## src/rtl/dll_tap_pkg.sv

```systemverilog
package dll_tap_pkg;

  typedef enum logic [1:0] {
    STEP_HOLD = 2'd0,
    STEP_UP   = 2'd1,
    STEP_DN   = 2'd2,
    STEP_PARK = 2'd3
  } step_e;

  function automatic step_e decode_step(input logic en, input logic up, input logic dn);
    if (!en)            return STEP_PARK;
    else if (up && !dn) return STEP_UP;
    else if (dn && !up) return STEP_DN;
    else                return STEP_HOLD;
  endfunction

endpackage

```

## src/rtl/dll_tap_counter.sv

```systemverilog
module dll_tap_counter
  import dll_tap_pkg::*;
#(
  parameter int TAP_W = 7
) (
  input  logic             clk_i,
  input  logic             rst_ni,
  input  logic             en_i,
  input  logic             up_i,
  input  logic             dn_i,
  input  step_e            step_i,
  output logic [TAP_W-1:0] tap_o
);
  localparam int NTAPS = 1 << TAP_W;
  localparam logic [TAP_W-1:0] MID = TAP_W'(NTAPS / 2);
  localparam logic [TAP_W-1:0] MAX = TAP_W'(NTAPS - 1);

  logic [TAP_W-1:0] cnt_q, cnt_d;

  // modular arithmetic gives the wrap in both directions
  always_comb begin
    unique case (step_i)
      STEP_UP:   cnt_d = cnt_q + TAP_W'(1);
      STEP_DN:   cnt_d = cnt_q - TAP_W'(1);
      STEP_PARK: cnt_d = MID;
      default:   cnt_d = cnt_q;
    endcase
  end

  always_ff @(posedge clk_i or negedge rst_ni) begin
    if (!rst_ni) cnt_q <= MID;
    else         cnt_q <= cnt_d;
  end

  assign tap_o = cnt_q;

  a_r2_step_up: assert property (@(posedge clk_i) disable iff (!rst_ni)
    (en_i && up_i && !dn_i && cnt_q != MAX) |=> (cnt_q == $past(cnt_q) + TAP_W'(1)));

  a_r2_step_dn: assert property (@(posedge clk_i) disable iff (!rst_ni)
    (en_i && dn_i && !up_i && cnt_q != '0) |=> (cnt_q == $past(cnt_q) - TAP_W'(1)));

  a_r3_cancel_hold: assert property (@(posedge clk_i) disable iff (!rst_ni)
    (en_i && up_i == dn_i) |=> $stable(cnt_q));

  a_r4_park_mid: assert property (@(posedge clk_i) disable iff (!rst_ni)
    !en_i |=> (cnt_q == MID));

  a_r5_wrap_up: assert property (@(posedge clk_i) disable iff (!rst_ni)
    (en_i && up_i && !dn_i && cnt_q == MAX) |=> (cnt_q == '0));

  a_r5_wrap_dn: assert property (@(posedge clk_i) disable iff (!rst_ni)
    (en_i && dn_i && !up_i && cnt_q == '0) |=> (cnt_q == MAX));

endmodule

```

## src/rtl/dll_rollover_mon.sv

```systemverilog
module dll_rollover_mon
  import dll_tap_pkg::*;
#(
  parameter int TAP_W     = 7,
  parameter int EDGE_BAND = 2
) (
  input  logic             clk_i,
  input  logic             rst_ni,
  input  logic [TAP_W-1:0] tap_i,
  input  step_e            step_i,
  input  logic             det_en_i,
  output logic             chkstop_o,
  output logic             near_edge_o
);
  localparam int NTAPS = 1 << TAP_W;
  localparam logic [TAP_W-1:0] MAX  = TAP_W'(NTAPS - 1);
  localparam logic [TAP_W-1:0] LO_B = TAP_W'(EDGE_BAND);
  localparam logic [TAP_W-1:0] HI_B = TAP_W'(NTAPS - 1 - EDGE_BAND);

  logic active, at_top, wrap_dn, chk_q;

  assign active  = (step_i != STEP_PARK);
  assign at_top  = (tap_i == MAX);                     // potential; also covers up-wrap
  assign wrap_dn = (step_i == STEP_DN) && (tap_i == '0); // actual down-wrap

  always_ff @(posedge clk_i or negedge rst_ni) begin
    if (!rst_ni)                                     chk_q <= 1'b0;
    else if (det_en_i && active && (at_top || wrap_dn)) chk_q <= 1'b1;
  end

  assign chkstop_o   = chk_q;
  assign near_edge_o = (tap_i <= LO_B) || (tap_i >= HI_B);

  a_r6_potential: assert property (@(posedge clk_i) disable iff (!rst_ni)
    (det_en_i && active && tap_i == MAX) |=> chk_q);

  a_r7_actual_dn: assert property (@(posedge clk_i) disable iff (!rst_ni)
    (det_en_i && step_i == STEP_DN && tap_i == '0) |=> chk_q);

  a_r8_sticky: assert property (@(posedge clk_i) disable iff (!rst_ni)
    chk_q |=> chk_q);

  a_r8_unarmed: assert property (@(posedge clk_i) disable iff (!rst_ni)
    (!chk_q && !det_en_i) |=> !chk_q);

endmodule

```

## src/rtl/dll_status_rd.sv

```systemverilog
module dll_status_rd #(
  parameter int TAP_W = 7
) (
  input  logic             clk_i,
  input  logic             rst_ni,
  input  logic [TAP_W-1:0] tap_i,
  output logic [TAP_W-1:0] status_o,
  output logic             stable_o
);
  localparam logic [TAP_W-1:0] MID = TAP_W'((1 << TAP_W) / 2);

  logic [TAP_W-1:0] cur_q, prev_q;

  always_ff @(posedge clk_i or negedge rst_ni) begin
    if (!rst_ni) begin
      cur_q  <= MID;
      prev_q <= MID;
    end else begin
      cur_q  <= tap_i;
      prev_q <= cur_q;
    end
  end

  assign status_o = cur_q;
  assign stable_o = (cur_q == prev_q);

  a_r10_track: assert property (@(posedge clk_i) disable iff (!rst_ni)
    1'b1 |=> (cur_q == $past(tap_i)));

endmodule

```

## src/rtl/dll_tap_tracker.sv

```systemverilog
module dll_tap_tracker
  import dll_tap_pkg::*;
#(
  parameter int TAP_W     = 7,
  parameter int EDGE_BAND = 2
) (
  input  logic             clk_i,
  input  logic             rst_ni,
  input  logic             en_i,
  input  logic             up_i,
  input  logic             dn_i,
  input  logic             rov_det_en_i,
  input  logic             slow_i,
  output logic [TAP_W-1:0] tap_o,
  output logic             slow_o,
  output logic             chkstop_o,
  output logic             near_edge_o,
  output logic [TAP_W-1:0] status_o,
  output logic             status_stable_o
);
  step_e            step;
  logic [TAP_W-1:0] tap;
  logic             slow_q;

  assign step = decode_step(en_i, up_i, dn_i);

  dll_tap_counter #(.TAP_W(TAP_W)) u_cnt (
    .clk_i  (clk_i),
    .rst_ni (rst_ni),
    .en_i   (en_i),
    .up_i   (up_i),
    .dn_i   (dn_i),
    .step_i (step),
    .tap_o  (tap)
  );

  dll_rollover_mon #(.TAP_W(TAP_W), .EDGE_BAND(EDGE_BAND)) u_mon (
    .clk_i       (clk_i),
    .rst_ni      (rst_ni),
    .tap_i       (tap),
    .step_i      (step),
    .det_en_i    (rov_det_en_i),
    .chkstop_o   (chkstop_o),
    .near_edge_o (near_edge_o)
  );

  dll_status_rd #(.TAP_W(TAP_W)) u_stat (
    .clk_i    (clk_i),
    .rst_ni   (rst_ni),
    .tap_i    (tap),
    .status_o (status_o),
    .stable_o (status_stable_o)
  );

  always_ff @(posedge clk_i or negedge rst_ni) begin
    if (!rst_ni) slow_q <= 1'b0;
    else         slow_q <= slow_i;
  end

  assign tap_o  = tap;
  assign slow_o = slow_q;

  a_r11_slow: assert property (@(posedge clk_i) disable iff (!rst_ni)
    1'b1 |=> (slow_q == $past(slow_i)));

endmodule

```

## config.mk

```make
export PLATFORM = sky130hd
export DESIGN_NAME = dll_tap_tracker
export DESIGN_NICKNAME = d
export VERILOG_FILES = /design/src/rtl/dll_tap_pkg.sv /design/src/rtl/dll_tap_counter.sv /design/src/rtl/dll_rollover_mon.sv /design/src/rtl/dll_status_rd.sv /design/src/rtl/dll_tap_tracker.sv
export SDC_FILE = /design/constraint.sdc
export NUM_CORES = 1
export LEC_CHECK = 0
export BUFFER_PORTS_ARGS = -buffer_cell sky130_fd_sc_hd__buf_2
export CELL_PAD_IN_SITES_DETAIL_PLACEMENT = 0
export CELL_PAD_IN_SITES_GLOBAL_PLACEMENT = 1
export CORE_MARGIN = 3
export CORE_UTILIZATION = 40
export DETAILED_ROUTE_END_ITERATION = 8
export HOLD_SLACK_MARGIN = 0.12
export PLACE_DENSITY_LB_ADDON = 0.12
export RECOVER_POWER = 25
export SKIP_CTS_REPAIR_TIMING = 1
export SLEW_MARGIN = 0
export SYNTH_ARGS = -nofsm -noshare
export SYNTH_HDL_FRONTEND = slang
export SYNTH_HIERARCHICAL = 1
export SYNTH_SLANG_ARGS = --single-unit
```

## constraint.sdc

```tcl
create_clock -name clk_i -period 2.1 [get_ports clk_i]
set_input_delay 0.21 -clock clk_i [delete_from_list [all_inputs] [get_ports clk_i]]
set_output_delay 0.21 -clock clk_i [all_outputs]
set_load 0.01 [all_outputs]
```

==> metrics.yaml <==
power.density_mw_per_mm2: 1190
finalSetupTns_ns: 0
ant_nets: 0
ys_seq_area_frac: 0.532
initial_core_util: 0.432
die_area_mm2: 0.00338
ys_ff_latch: 23
worstSetupEndpointType: "output port"
p_leak_nw: 0.613
drt-initial-drc-count: 10
ys.flop_type: "dfrtp_1"
holdPathEnd: "u_mon/chkstop_o"
yosysTopAreaCellShare: 0.460
dp_hpwl_mm: 1.57
ys_types: 37
portBuffers: 24
synthCells: 97
rsz0062_at_grt: "false"
synth_nets: 105
wl_per_cell_um: 14.0
cap_violations: 0
cts_tree: "done"
irDropWorstVdd_mv: 0.542
ios: 25
root_buffer: "clkbuf_4"
final.period_utilization: 0.907
place_ws_ns: 0.319
cts_max_level: 1
antenna_cells: 0
drive_gt1_frac: 0.281
final.fill_count: 237
grt_overflow_total: 0
nNetsFinal: 137
grt_max_degree: 24
synth_area_leader_cell: "dfrtp_1"
r2r_slack_ns: 0.50
worstPathArrival_ns: 1.70
numCtsBuffers: 3
worst_setup_path_start_kind: "flip-flop"
synth-edff-count: 0
status: "finished, final reports clean"
num_rows: 18
syn-cell-area_mm2: 0.00109
synthToLayoutAreaGrowth_pct: 19.0
worst_slack_ns: 0.195
clk_pin_slew_ns: 0.13
async_reset_ff_frac: 1.00
vias_per_cell: 5.37
core_area_mm2: 0.00252
die_h_um: 58.2
vias: 848
clk_latency_ns: 0.31
layout_min_cycle_time_ns: 1.91
drt_wl_total_mm: 2.21
rr_endpoint: "u_cnt/tap_o[6]"
avgSynthCellArea_um2: 11.2
drc: 0
fin_hold_ws_ns: 0.151
worstPathRequired_ns: 1.89
slew_headroom: 0.207
first_pass_iters: 4
path_class: "reg2out"
gp_congestion: 0.738
hold_viol: 0
tightest_slew_ns: 1.19
die_w_um: 58.2
fin_total_pwr_mw: 1.55
cts_sinks: 23
finalMaxSlewViolations: 0
r2r_start: "u_cnt/tap_o[1]"
fmax_mhz: 525
grt_first_pass_wirelength_mm: 3.84
grt_pass1_vias: 850
whs_path_depth: 3
clock_skew_ns: 0.00281
antenna_found_initial: 0
setup_violations: 0
clk_path_buf_depth: 2
holdCritPathClass: "in2reg"
grt_usage: 0.150
reg2regPathDepth: 6
synthTopCellsByArea: "dfrtp_1, dfstp_2, xnor2_1"
worstPathMaxFanout: 11
ys_warn_count: 6
hp-start: "rov_det_en_i"
synthesized netlist by cell type (2+ instances only):
| master | n |
|---|---|
| xnor2_1 | 6 |
| a41oi_1 | 2 |
| and3_1 | 4 |
| a31oi_1 | 2 |
| o21ai_1 | 4 |
| dfrtp_1 | 20 |
| dfstp_2 | 3 |
| inv_1 | 2 |
| o21ai_2 | 2 |
| a22oi_1 | 3 |
| nand3_1 | 2 |
| nor3_2 | 2 |
| nand3b_1 | 2 |
| xor2_1 | 3 |
| nand2_1 | 7 |
| nor2_1 | 6 |
| mux2i_1 | 3 |
| o22ai_1 | 2 |
| nor2b_1 | 4 |
worst max path at each step:
| stage | cells after the start | slack [ns] | endpoint | from |
|---|---|---|---|---|
| floorplan | 10 | 0.28 | u_cnt/tap_o[6] | dn_i |
| global placement | 10 | 0.35 | u_cnt/tap_o[6] | up_i |
| detailed placement | 10 | 0.32 | u_cnt/tap_o[6] | up_i |
| CTS | 4 | 0.26 | near_edge_o | u_cnt/tap_o[6] |
| global route | 5 | 0.06 | near_edge_o | u_cnt/tap_o[1] |
| finish | 5 | 0.19 | near_edge_o | u_cnt/tap_o[0] |
registers in the layout, summed over array words and instances, names as in the netlist:
signal / cells
u_cnt/tap_o: 7
u_stat/prev_q: 7
u_stat/status_o: 7
slow_o: 1
u_mon/chkstop_o: 1
kinds of logic (layout without fill, tap and decap cells):
family | Yosys count | in the layout | synth area share
DFF | 23 | 23 | 0.532
AOI/OAI and AO/OA | 21 | 21 | 0.136
xor gates and xnor gates | 9 | 9 | 0.0724
buffers and inverters | 5 | 36 | 0.0253
adders and majority gates | 1 | 1 | 0.0115
and+or+nand+nor | 35 | 35 | 0.195
muxes | 3 | 3 | 0.0276
final cells by class:
cell class                 instances  area (µm²)  share of cell area
clock buffer                       3        22.5              0.0174
clock inverter                     1        5.00             0.00386
inverter                           2        7.51             0.00580
multi-input combinational         69         482               0.372
sequential                        23         579               0.447
tap                               30        37.5              0.0290
timing repair buffer              30         161               0.125
power by group:
part | internal [mW] | switching, mW
Sequential | 0.600 | 0.172
Clock | 0.0711 | 0.136
Combinational | 0.273 | 0.295
Total | 0.945 | 0.603
critical path, stage by stage (launching register included):
cell,delay [ns]
dfrtp_1,0.37
clkbuf_1,0.40
nor2_1,0.11
nand3b_1,0.17
a32oi_1,0.17
buf_2,0.16
metal layers:
layer  GRT usage  share of wire
met1       0.187           0.45
met2       0.245           0.50
met3      0.0267          0.030
met4      0.0828          0.013
met5           0              0
per-stage QoR:
stage / cells / util / area [µm²]
6_report: 158 / 0.513 / 1290
5_1_grt: 158 / 0.513 / 1290
4_1_cts: 156 / 0.509 / 1280
3_5_place_dp: 152 / 0.498 / 1260
3_3_place_gp: 152 / 0.498 / 1260
2_1_floorplan: 97 / - / 1090
cell usage in the layout, fill, tap and decap left out, types with 2 or more instances in the layout:
cell type      netlist  layout
mux2i_1              3       3
buf_4                0       2
dlygate4sd3_1        0       2
dfstp_1              0       2
inv_1                2       2
o22ai_1              2       2
o21ai_1              4       4
buf_2                1      23
o21ai_2              2       2
nand3b_1             2       2
clkbuf_4             0       3
dfrtp_1             20      20
nor3_2               2       2
nand2_1              7       7
nor2b_1              4       4
nand3_1              2       2
a41oi_1              2       2
nor2_1               6       6
xor2_1               3       3
a31oi_1              2       2
a22oi_1              3       3
clkbuf_1             1       3
and3_1               4       4
xnor2_1              6       6
(Power assumes the default switching activity.)
